File: config.mk
export PLATFORM = sky130hd
export DESIGN_NAME = sec_cfg_reg
export DESIGN_NICKNAME = d
export VERILOG_FILES = /design/src/rtl/sec_cfg_pkg.sv /design/src/rtl/sec_cfg_decode.sv /design/src/rtl/sec_cfg_store.sv /design/src/rtl/sec_cfg_policy.sv /design/src/rtl/sec_cfg_reg.sv
export SDC_FILE = /design/constraint.sdc
export NUM_CORES = 1
export LEC_CHECK = 0
export ABC_AREA = 1
export BUFFER_PORTS_ARGS = -buffer_cell sky130_fd_sc_hd__buf_2
export CORE_AREA = 3 3 54 51
export DETAILED_ROUTE_END_ITERATION = 8
export DIE_AREA = 0 0 57 54
export PLACE_DENSITY = 0.84
export SLEW_MARGIN = 20
export SYNTH_ARGS = -nofsm -noshare
export SYNTH_HDL_FRONTEND = slang
export SYNTH_SLANG_ARGS = --single-unit
File: constraint.sdc
create_clock -name clk -period 2.7 [get_ports clk]
set_clock_uncertainty 0.1 [all_clocks]
set_input_delay 0.54 -clock clk [delete_from_list [all_inputs] [get_ports clk]]
set_output_delay 0.54 -clock clk [all_outputs]
set_load 0.05 [all_outputs]
File: src/rtl/sec_cfg_pkg.sv
package sec_cfg_pkg;
   localparam int unsigned CFG_W   = 6;
   localparam int unsigned B_WORLD = 0;
   localparam int unsigned B_IRQ   = 1;
   localparam int unsigned B_FIQ   = 2;
   localparam int unsigned B_ABT   = 3;
   localparam int unsigned B_FALW  = 4;
   localparam int unsigned B_AALW  = 5;
   localparam int unsigned N_ROUTE = 3;

   localparam logic [4:0] MODE_USER = 5'h10;
   localparam logic [4:0] MODE_MON  = 5'h16;

   typedef struct packed {
      logic [N_ROUTE-1:0] to_mon;
   } route_t;
endpackage

File: src/rtl/sec_cfg_decode.sv
module sec_cfg_decode #(
   parameter logic [2:0] SEL_OP1 = 3'd0,
   parameter logic [3:0] SEL_CRN = 4'd1,
   parameter logic [3:0] SEL_CRM = 4'd1,
   parameter logic [2:0] SEL_OP2 = 3'd0
) (
   input  logic       valid,
   input  logic       write,
   input  logic [2:0] op1,
   input  logic [3:0] crn,
   input  logic [3:0] crm,
   input  logic [2:0] op2,
   input  logic [4:0] mode,
   input  logic       world_ns,
   output logic       rd_ok,
   output logic       wr_ok,
   output logic       undef
);
   import sec_cfg_pkg::*;

   logic hit;
   logic allowed;

   always_comb begin
      hit     = valid && (op1 == SEL_OP1) && (crn == SEL_CRN)
                && (crm == SEL_CRM) && (op2 == SEL_OP2);
      allowed = (mode != MODE_USER) && (!world_ns || (mode == MODE_MON));
      rd_ok   = hit && allowed && !write;
      wr_ok   = hit && allowed && write;
      undef   = hit && !allowed;
   end
endmodule

File: src/rtl/sec_cfg_store.sv
module sec_cfg_store #(
   parameter int unsigned W         = 6,
   parameter logic [W-1:0] RESET_VAL = '0
) (
   input  logic         clk,
   input  logic         rst_n,
   input  logic         wr_en,
   input  logic [W-1:0] wdata,
   output logic [W-1:0] q
);
   always_ff @(posedge clk or negedge rst_n) begin
      if (!rst_n)     q <= RESET_VAL;
      else if (wr_en) q <= wdata;
   end
endmodule

File: src/rtl/sec_cfg_policy.sv
module sec_cfg_policy
   import sec_cfg_pkg::*;
#(
   parameter int unsigned W = CFG_W
) (
   input  logic [W-1:0] cfg,
   input  logic [4:0]   mode,
   output logic         secure,
   output logic         bank_ns,
   output route_t       route,
   output logic         f_we,
   output logic         a_we,
   output logic         hazard
);
   always_comb begin
      secure  = !cfg[B_WORLD] || (mode == MODE_MON);
      bank_ns = cfg[B_WORLD];
      f_we    = secure || cfg[B_FALW];
      a_we    = secure || cfg[B_AALW];
      hazard  = (cfg[B_FALW] == cfg[B_FIQ]) || (cfg[B_AALW] == cfg[B_ABT]);
   end

   for (genvar i = 0; i < N_ROUTE; i++) begin : g_route
      assign route.to_mon[i] = cfg[B_IRQ + i];
   end
endmodule

File: src/rtl/sec_cfg_reg.sv
module sec_cfg_reg
   import sec_cfg_pkg::*;
#(
   parameter int unsigned DATA_W    = 32,
   parameter int unsigned IMPL_W    = CFG_W,
   parameter logic [IMPL_W-1:0] RESET_VAL = '0
) (
   input  logic              clk,
   input  logic              rst_n,
   input  logic              acc_valid,
   input  logic              acc_write,
   input  logic [2:0]        acc_op1,
   input  logic [3:0]        acc_crn,
   input  logic [3:0]        acc_crm,
   input  logic [2:0]        acc_op2,
   input  logic [DATA_W-1:0] acc_wdata,
   input  logic [4:0]        cpu_mode,
   output logic [DATA_W-1:0] acc_rdata,
   output logic              acc_undef,
   output logic              eff_secure,
   output logic              bank_nonsecure,
   output logic              route_irq_mon,
   output logic              route_fiq_mon,
   output logic              route_abt_mon,
   output logic              f_write_en,
   output logic              a_write_en,
   output logic              cfg_hazard
);
   localparam int unsigned PAD_W = DATA_W - IMPL_W;

   if (IMPL_W != CFG_W) begin : g_bad_impl
      $error("IMPL_W must equal the field count");
   end
   if (DATA_W <= IMPL_W) begin : g_bad_data
      $error("DATA_W must exceed IMPL_W");
   end

   logic              rd_ok;
   logic              wr_ok;
   logic [IMPL_W-1:0] cfg_q;
   route_t            route;

   sec_cfg_decode u_dec (
      .valid    (acc_valid),
      .write    (acc_write),
      .op1      (acc_op1),
      .crn      (acc_crn),
      .crm      (acc_crm),
      .op2      (acc_op2),
      .mode     (cpu_mode),
      .world_ns (cfg_q[B_WORLD]),
      .rd_ok    (rd_ok),
      .wr_ok    (wr_ok),
      .undef    (acc_undef)
   );

   sec_cfg_store #(.W(IMPL_W), .RESET_VAL(RESET_VAL)) u_store (
      .clk   (clk),
      .rst_n (rst_n),
      .wr_en (wr_ok),
      .wdata (acc_wdata[IMPL_W-1:0]),
      .q     (cfg_q)
   );

   sec_cfg_policy #(.W(IMPL_W)) u_pol (
      .cfg     (cfg_q),
      .mode    (cpu_mode),
      .secure  (eff_secure),
      .bank_ns (bank_nonsecure),
      .route   (route),
      .f_we    (f_write_en),
      .a_we    (a_write_en),
      .hazard  (cfg_hazard)
   );

   assign route_irq_mon = route.to_mon[0];
   assign route_fiq_mon = route.to_mon[1];
   assign route_abt_mon = route.to_mon[2];
   assign acc_rdata     = rd_ok ? {{PAD_W{1'b0}}, cfg_q} : '0;
endmodule

# After elaboration in Yosys (flattened, before gate mapping)
# Index checks and enable logic that the tools add are counted.
# classes
mux	1
eq_ne	6
n_reduce_logical	18
# op_table
operator	count
$logic_and A1 B1 Y1	9
$eq A4 B1 Y1 const B	2
$logic_not A3 Y1	2
$mux W6	1
$eq A5 B5 Y1 const B	1
$ne A5 B5 Y1 const B	1
$logic_or A1 B1 Y1	4
$logic_not A1 Y1	3
$eq A1 B1 Y1	2
# word_totals
input_bits	55
wordCells	26
out_inout_bits	41
regBits	6

# Logic depth before layout (Yosys ltp)
# Gate-level depths: netlist of the first run.
# depth
word_depth	8
depth_mapped	8
mapped_depth_nobuf	8

# Modules after synthesis
# A second synthesis of the first run with hierarchy kept.
# hier_totals
cells_unflattened	115
hier_area_um2	704.4
# modules_own_cells
mod	cells_per_inst	instances	area_per_inst_um2	seq_area_each_um2
sec_cfg_reg	39	1	244.0	0.0
sec_cfg_store	25	1	221.5	150.1
sec_cfg_decode	33	1	135.1	0.0
sec_cfg_policy	18	1	103.8	0.0

# Worst setup path before layout of the first run
# Ideal clock, no wire load.
# synth_timing
path_type	input -> output
start	input cpu_mode[0]
end	output acc_rdata[0]
stages	7
path_buffers	0
t_arrival_ns	1.774
required_time_ns	2.060
path_slack_ns	0.286
path_cell_list	nor2_2 -> nand3_2 -> nand2_2 -> nand2_4 -> nor2_8 -> nand2_4 -> nor2_2
# synth_between
elab_chain_cells	6
# synth_lines
element	line	rtl
from (decl)	sec_cfg_reg.sv:17	input logic [4:0] cpu_mode,
$eq A5 B5 Y1	n/a	
$logic_or A1 B1 Y1	n/a	
named net eff_secure	sec_cfg_reg.sv:20	output logic eff_secure,
$logic_and A1 B1 Y1	sec_cfg_decode.sv:27	allowed = (mode != MODE_USER) && (!world_ns || (mode == MODE_MON));
$logic_and A1 B1 Y1 (2 in series)	sec_cfg_decode.sv:28	rd_ok = hit && allowed && !write;
$mux W6	sec_cfg_reg.sv:79	assign acc_rdata = rd_ok ? {{PAD_W{1'b0}}, cfg_q} : '0;
to (decl)	sec_cfg_reg.sv:18	output logic [DATA_W-1:0] acc_rdata,
# The timed path passes the listed nets, and every way through them passes these cells.

# Worst setup path in the final report of the first run
# layout_timing
start	input acc_op1[1]
end	output acc_rdata[1]
# layout_between
elab_chain_cells	8
# layout_lines
element	line	rtl
from (decl)	sec_cfg_reg.sv:12	input logic [2:0] acc_op1,
$logic_not A3 Y1	sec_cfg_decode.sv:25	hit = valid && (op1 == SEL_OP1) && (crn == SEL_CRN)
$logic_and A1 B1 Y1 (2 in series)	sec_cfg_decode.sv:25	
$logic_and A1 B1 Y1 (2 in series)	sec_cfg_decode.sv:26	&& (crm == SEL_CRM) && (op2 == SEL_OP2);
$logic_and A1 B1 Y1 (2 in series)	sec_cfg_decode.sv:28	
$mux W6	sec_cfg_reg.sv:79	
# No other way between the ends.

==> results.toml, run 1 <==
[clock_tree]
cts_sinks = 6
ctsHoldBuffers = 0
cts_resized = 0
cts_max_level = 1
post-cts-setup-buffers = 0
numCtsBuffers = 3
cts_max_path_buffers = 2
cts_root_buf = "clkbuf_4"
clk_pin_slew_ns = 0.04
cts_tree = "yes"
clkLatencyLatePin_ns = 0.24

[critical_path]
required_ns = 2.06
critPathMaxFanout = 7
endpoint_kind = "output pin"
worstSetupStartpointType = "primary input"
critPathKind = "in2out"
worstPathArrival_ns = 1.66

[placed_design]
placed_area_sq_um = 907.1
post-place-ws_ns = 0.3920
dp_hpwl_um = 1409
place.port_buffers = 43
post-place-cells = 190
gp_congestion = 0.7021

[yosys]
synth_mux_area_share_pct = 0
synthTopCellsByArea = "buf_4 (26%), dfrtp_1 (20%), nand2_1 (14%)"
synthTopCellsByCount = "nand2_1 (29), buf_4 (26), inv_1 (22), nor2_1 (13)"
synth_area_leader_cell = "buf_4"
synth-seq-cells = 6
ys_types = 15
synth_top_family_by_area = "simple AND/OR/NAND/NOR gates"
seq_area_frac_synth_pct = 19.67
synth-simple-area-share_pct = 41.80
ys.flop_type = "dfrtp_1"
synth_xor_xnor_area_share_pct = 0
synth_compound_area_share_pct = 1.148
yosys.cell_count.top_type = "nand2_1"
async_flop_share_pct = 100.0
netlist.area_leader.share_pct = 25.57
ys_warn_count = 0
synth-adder-area-share_pct = 0
synth_cells = 122
synth.avg_cell_area_sq_um = 6.256
syn-cell-area_sq_um = 763.2
synth_edf_count = 0

[detailed_routing]
drtIter0Drc = 22
wirelength_um = 1558
wl_per_cell_um = 8.073
ant_nets = 0
via_count = 708
drt-pass1-iter-count = 4
viasPerCell = 3.668
drc_errors = 0

[timing]
hold_ws_ns = 0.005119
fin_tns_setup_ns = 0
fin_crit_sh_pct = 85.09
setup_viol = 0
min_period_ns = 2.297
setup_slack_ns = 0.4026
finalMaxSlewViolations = 0
finalHoldViolations = 0
rsz0062_at_grt = "false"
clock.fmax_mhz = 435.3

[die]
rows = 16
coreArea_sq_um = 2202
die_h_um = 54
boundaryPins = 96
start_util_pct = 34.66
die_area_sq_um = 3078
die_w_um = 57

[outcome]
outcome = "completed"

[final_layout]
top_register = "u_store.q"
diodes = 0
fin_util_pct = 42.22
drive_gt1_share_pct = 36.75
final_nets = 223
final_cell_area_sq_um = 929.6
largest_reg_flops = 6
area_growth_syn_to_layout_pct = 21.80
fin_cells = 193
largestRegisters = "u_store.q: 6 flops"
fillers = 239

[global_route]
grtUsageTotal_pct = 9.633
grt_max_degree = 9
grt_overflow_total = 0
grt_pass1_vias = 631
grt_pass1_wl_um = 2325
antenna_found_initial = 0

[job]
drv_cap = 0

[pwr]
irDropWorstVdd_mv = 0.1705
p_leak_nw = 0.5882
p_per_area_nw_per_um2 = 311.5
total_power_mw = 0.2896

[min_path]
hold_class = "in2async"
==> path summary, 6_finish.rpt <==
path                                           from                       end  slack [ns]  cells after the start
min in group clk           u_store.q[1]$_DFFE_PN0P_  u_store.q[1]$_DFFE_PN0P_        0.40                      2
max in group asynchronous                     rst_n  u_store.q[4]$_DFFE_PN0P_        2.35                      1
hold / removal                                rst_n  u_store.q[2]$_DFFE_PN0P_       0.005                      1
setup reg to reg           u_store.q[0]$_DFFE_PN0P_  u_store.q[4]$_DFFE_PN0P_        1.51                      4
setup / recovery                         acc_op1[1]              acc_rdata[1]        0.40                      9
hold reg to reg            u_store.q[1]$_DFFE_PN0P_  u_store.q[1]$_DFFE_PN0P_        0.40                      2
==> worst max-delay path, stage by stage <==
cell,delay [ns]
buf_2,0.09
nor2_1,0.09
nand2_1,0.07
nor2_1,0.12
nand2_2,0.11
nor2_8,0.17
nand2_4,0.11
nor2_2,0.09
buf_2,0.26
==> placed cells by master, fill, tap and decap left out <==
cell type / n
nand3_1: 8
nand2_4: 2
inv_1: 22
nand4_1: 1
nor2_2: 8
nand2_1: 29
dfrtp_1: 6
a21oi_2: 1
conb_1: 26
buf_2: 43
nand2_2: 2
nor2_8: 1
clkbuf_4: 3
nand3_2: 1
nor2_1: 13
==> final cells by class <==
type                    count  area (sq um)  share of cell area (%)
inverters                  22         82.58                   8.883
well taps                  27         33.78                   3.634
clock buffers               3         22.52                   2.423
repair buffers             43         215.2                   23.15
multi-input cells          92         425.4                   45.76
flip-flops and latches      6         150.1                   16.15
==> routing by layer <==
layer / track usage, % / vias to the layer above / wire (um)
met5: 0 / - / 0
met4: 4.633 / 0 / 25
met3: 2.158 / 3 / 157
met2: 17.68 / 34 / 772
met1: 10.65 / 280 / 602
li1: - / 391 / -
==> cell families (layout without fill, tap and decap cells) <==
| family | count (synthesis) | after routing |
|---|---|---|
| DFF | 6 | 6 |
| AOI/OAI and AO/OA | 1 | 1 |
| and+or+nand+nor | 65 | 65 |
| other | 1 | 26 |
| buffers and inverters | 49 | 68 |
==> power by group <==
group	switching [mW]	internal, mW
clock	0.0323	0.0503
combinational	0.0972	0.0194
sequential	0.0000567	0.0903
total	0.130	0.160
(Power assumes the default switching activity.)
==> inputs of run 2 (changes only) <==
--- a/config.mk
+++ b/config.mk
@@ -11,6 +11,7 @@
 export DETAILED_ROUTE_END_ITERATION = 8
 export DIE_AREA = 0 0 57 54
 export PLACE_DENSITY = 0.84
+export RECOVER_POWER = 25
 export SLEW_MARGIN = 20
 export SYNTH_ARGS = -nofsm -noshare
 export SYNTH_HDL_FRONTEND = slang
==> results.toml, run 2 (synthesis gave the netlist of run 1 again) <==
[die]
die_h_um = 54
die_w_um = 57
coreArea_sq_um = 2202
rows = 16
boundaryPins = 96
die_area_sq_um = 3078
start_util_pct = 34.66

[timing]
rsz0062_at_grt = "false"
min_period_ns = 2.297
finalMaxSlewViolations = 0
setup_viol = 0
clock.fmax_mhz = 435.3
fin_tns_setup_ns = 0
fin_crit_sh_pct = 85.09
finalHoldViolations = 0

[global_route]
grt_overflow_total = 0
grt_pass1_vias = 631
grtUsageTotal_pct = 9.633
grt_max_degree = 9
antenna_found_initial = 0
grt_pass1_wl_um = 2325

[clock_tree]
ctsHoldBuffers = 0
numCtsBuffers = 3
cts_max_path_buffers = 2
cts_tree = "yes"
cts_resized = 0
cts_sinks = 6
clk_pin_slew_ns = 0.04
cts_max_level = 1
clkLatencyLatePin_ns = 0.24
cts_root_buf = "clkbuf_4"
post-cts-setup-buffers = 0

[placed_design]
dp_hpwl_um = 1409
post-place-cells = 190
gp_congestion = 0.7021
place.port_buffers = 43

[final_layout]
drive_gt1_share_pct = 36.14
area_growth_syn_to_layout_pct = 21.64
final_nets = 223
fillers = 240
largestRegisters = "u_store.q: 6 flops"
layout_common_cells = "buf_2 (42), nand2_1 (29), conb_1 (26)"
top_register = "u_store.q"
layout_commonest_cell = "buf_2"
diodes = 0
largest_reg_flops = 6
fin_cells = 193

[detailed_routing]
wl_per_cell_um = 8.088
ant_nets = 0
drtIter0Drc = 22
viasPerCell = 3.663
wirelength_um = 1561
drc_errors = 0
drt-pass1-iter-count = 4
via_count = 707

[pwr]
p_per_area_nw_per_um2 = 311.7
p_clk_share_pct = 28.5
internal-power_mw = 0.1598
p_seq_share_pct = 31.2
p_leak_nw = 0.5855
irDropWorstVdd_mv = 0.1700
p_comb_share_pct = 40.2
swShare_pct = 44.78
netSwitchingPower_mw = 0.1296

[critical_path]
r2r_start = "u_store.q[0]$_DFFE_PN0P_"
worst-r2r-cell-count = 4
worst_path_max_delay_cell = "buf_2"
crit_start = "acc_op1[1]"
crit_path_max_incr_delay_ns = 0.26
critPathMaxFanout = 7
cp_top_family = "simple AND/OR/NAND/NOR gates"
worstPathArrival_ns = 1.66
required_ns = 2.06
critPathKind = "in2out"
r2r_slack_ns = 1.51
endpoint_kind = "output pin"
crit_buf_inv = 2
crit_chain = "buf_2 > nor2_1 > nand2_1 > nor2_1 > nand2_2 > nor2_8 > nand2_4 > nor2_2 > buf_2"
rr_endpoint = "u_store.q[4]$_DFFE_PN0P_"
worstSetupStartpointType = "primary input"

[job]
drv_cap = 0

[min_path]
hold_class = "in2async"

[outcome]
outcome = "completed"
run 2: changes by cell type in the layout (fill, tap and decap cells not counted):
cell      delta
buf_2        -1
clkbuf_1     +1
run 2: final cells by class:
type                    instances  area (sq um)  area share, %
repair buffers                 43         214.0          23.05
clock buffers                   3         22.52          2.426
multi-input cells              92         425.4          45.82
inverters                      22         82.58          8.895
flip-flops and latches          6         150.1          16.17
well taps                      27         33.78          3.639
run 2: per-stage QoR:
stage	total power, mW	utilization [%]	hold WS, ns	setup WS (ns)	instance area, sq um
floorplan	0.2134	-	0.1444	0.2863	857.1
global placement	0.2066	41.19	0.2616	0.4057	907.1
detailed placement	0.2076	41.19	0.2640	0.3920	907.1
CTS	0.2895	42.22	0.004883	0.3913	929.6
global route	0.2992	42.16	0.09169	0.2795	928.4
finish	0.2894	42.16	0.05525	0.4026	928.4
run 2: power groups by stage:
stage	Clock, mW	Combinational, mW	Sequential, mW
after floorplan	0	0.122	0.0918
after global placement	0	0.115	0.0917
after detailed placement	0	0.116	0.0917
after CTS	0.0830	0.116	0.0904
after global routing	0.0846	0.124	0.0903
final	0.0826	0.116	0.0904
run 2: worst max-delay path by stage:
stage / endpoint / slack (ns) / depth (start not counted)
after floorplan: acc_rdata[0] / 0.29 / 7
after global placement: acc_rdata[3] / 0.41 / 9
after detailed placement: acc_rdata[1] / 0.39 / 9
after CTS: acc_rdata[1] / 0.39 / 9
after global routing: acc_rdata[3] / 0.28 / 9
final: acc_rdata[1] / 0.40 / 9
run 2: metal layers:
layer / vias to the layer above / wire [um] / global-route usage [%]
li1: 391 / - / -
met1: 279 / 605 / 10.65
met2: 34 / 773 / 17.68
met3: 3 / 156 / 2.158
met4: 0 / 25 / 4.633
met5: - / 0 / 0
run 2: worst register-to-register path, stage by stage (launching register included):
cell and delay, ns:
dfrtp_1 0.43, a21oi_2 0.19, nand3_1 0.18, nand2_1 0.11, nand2_1 0.06
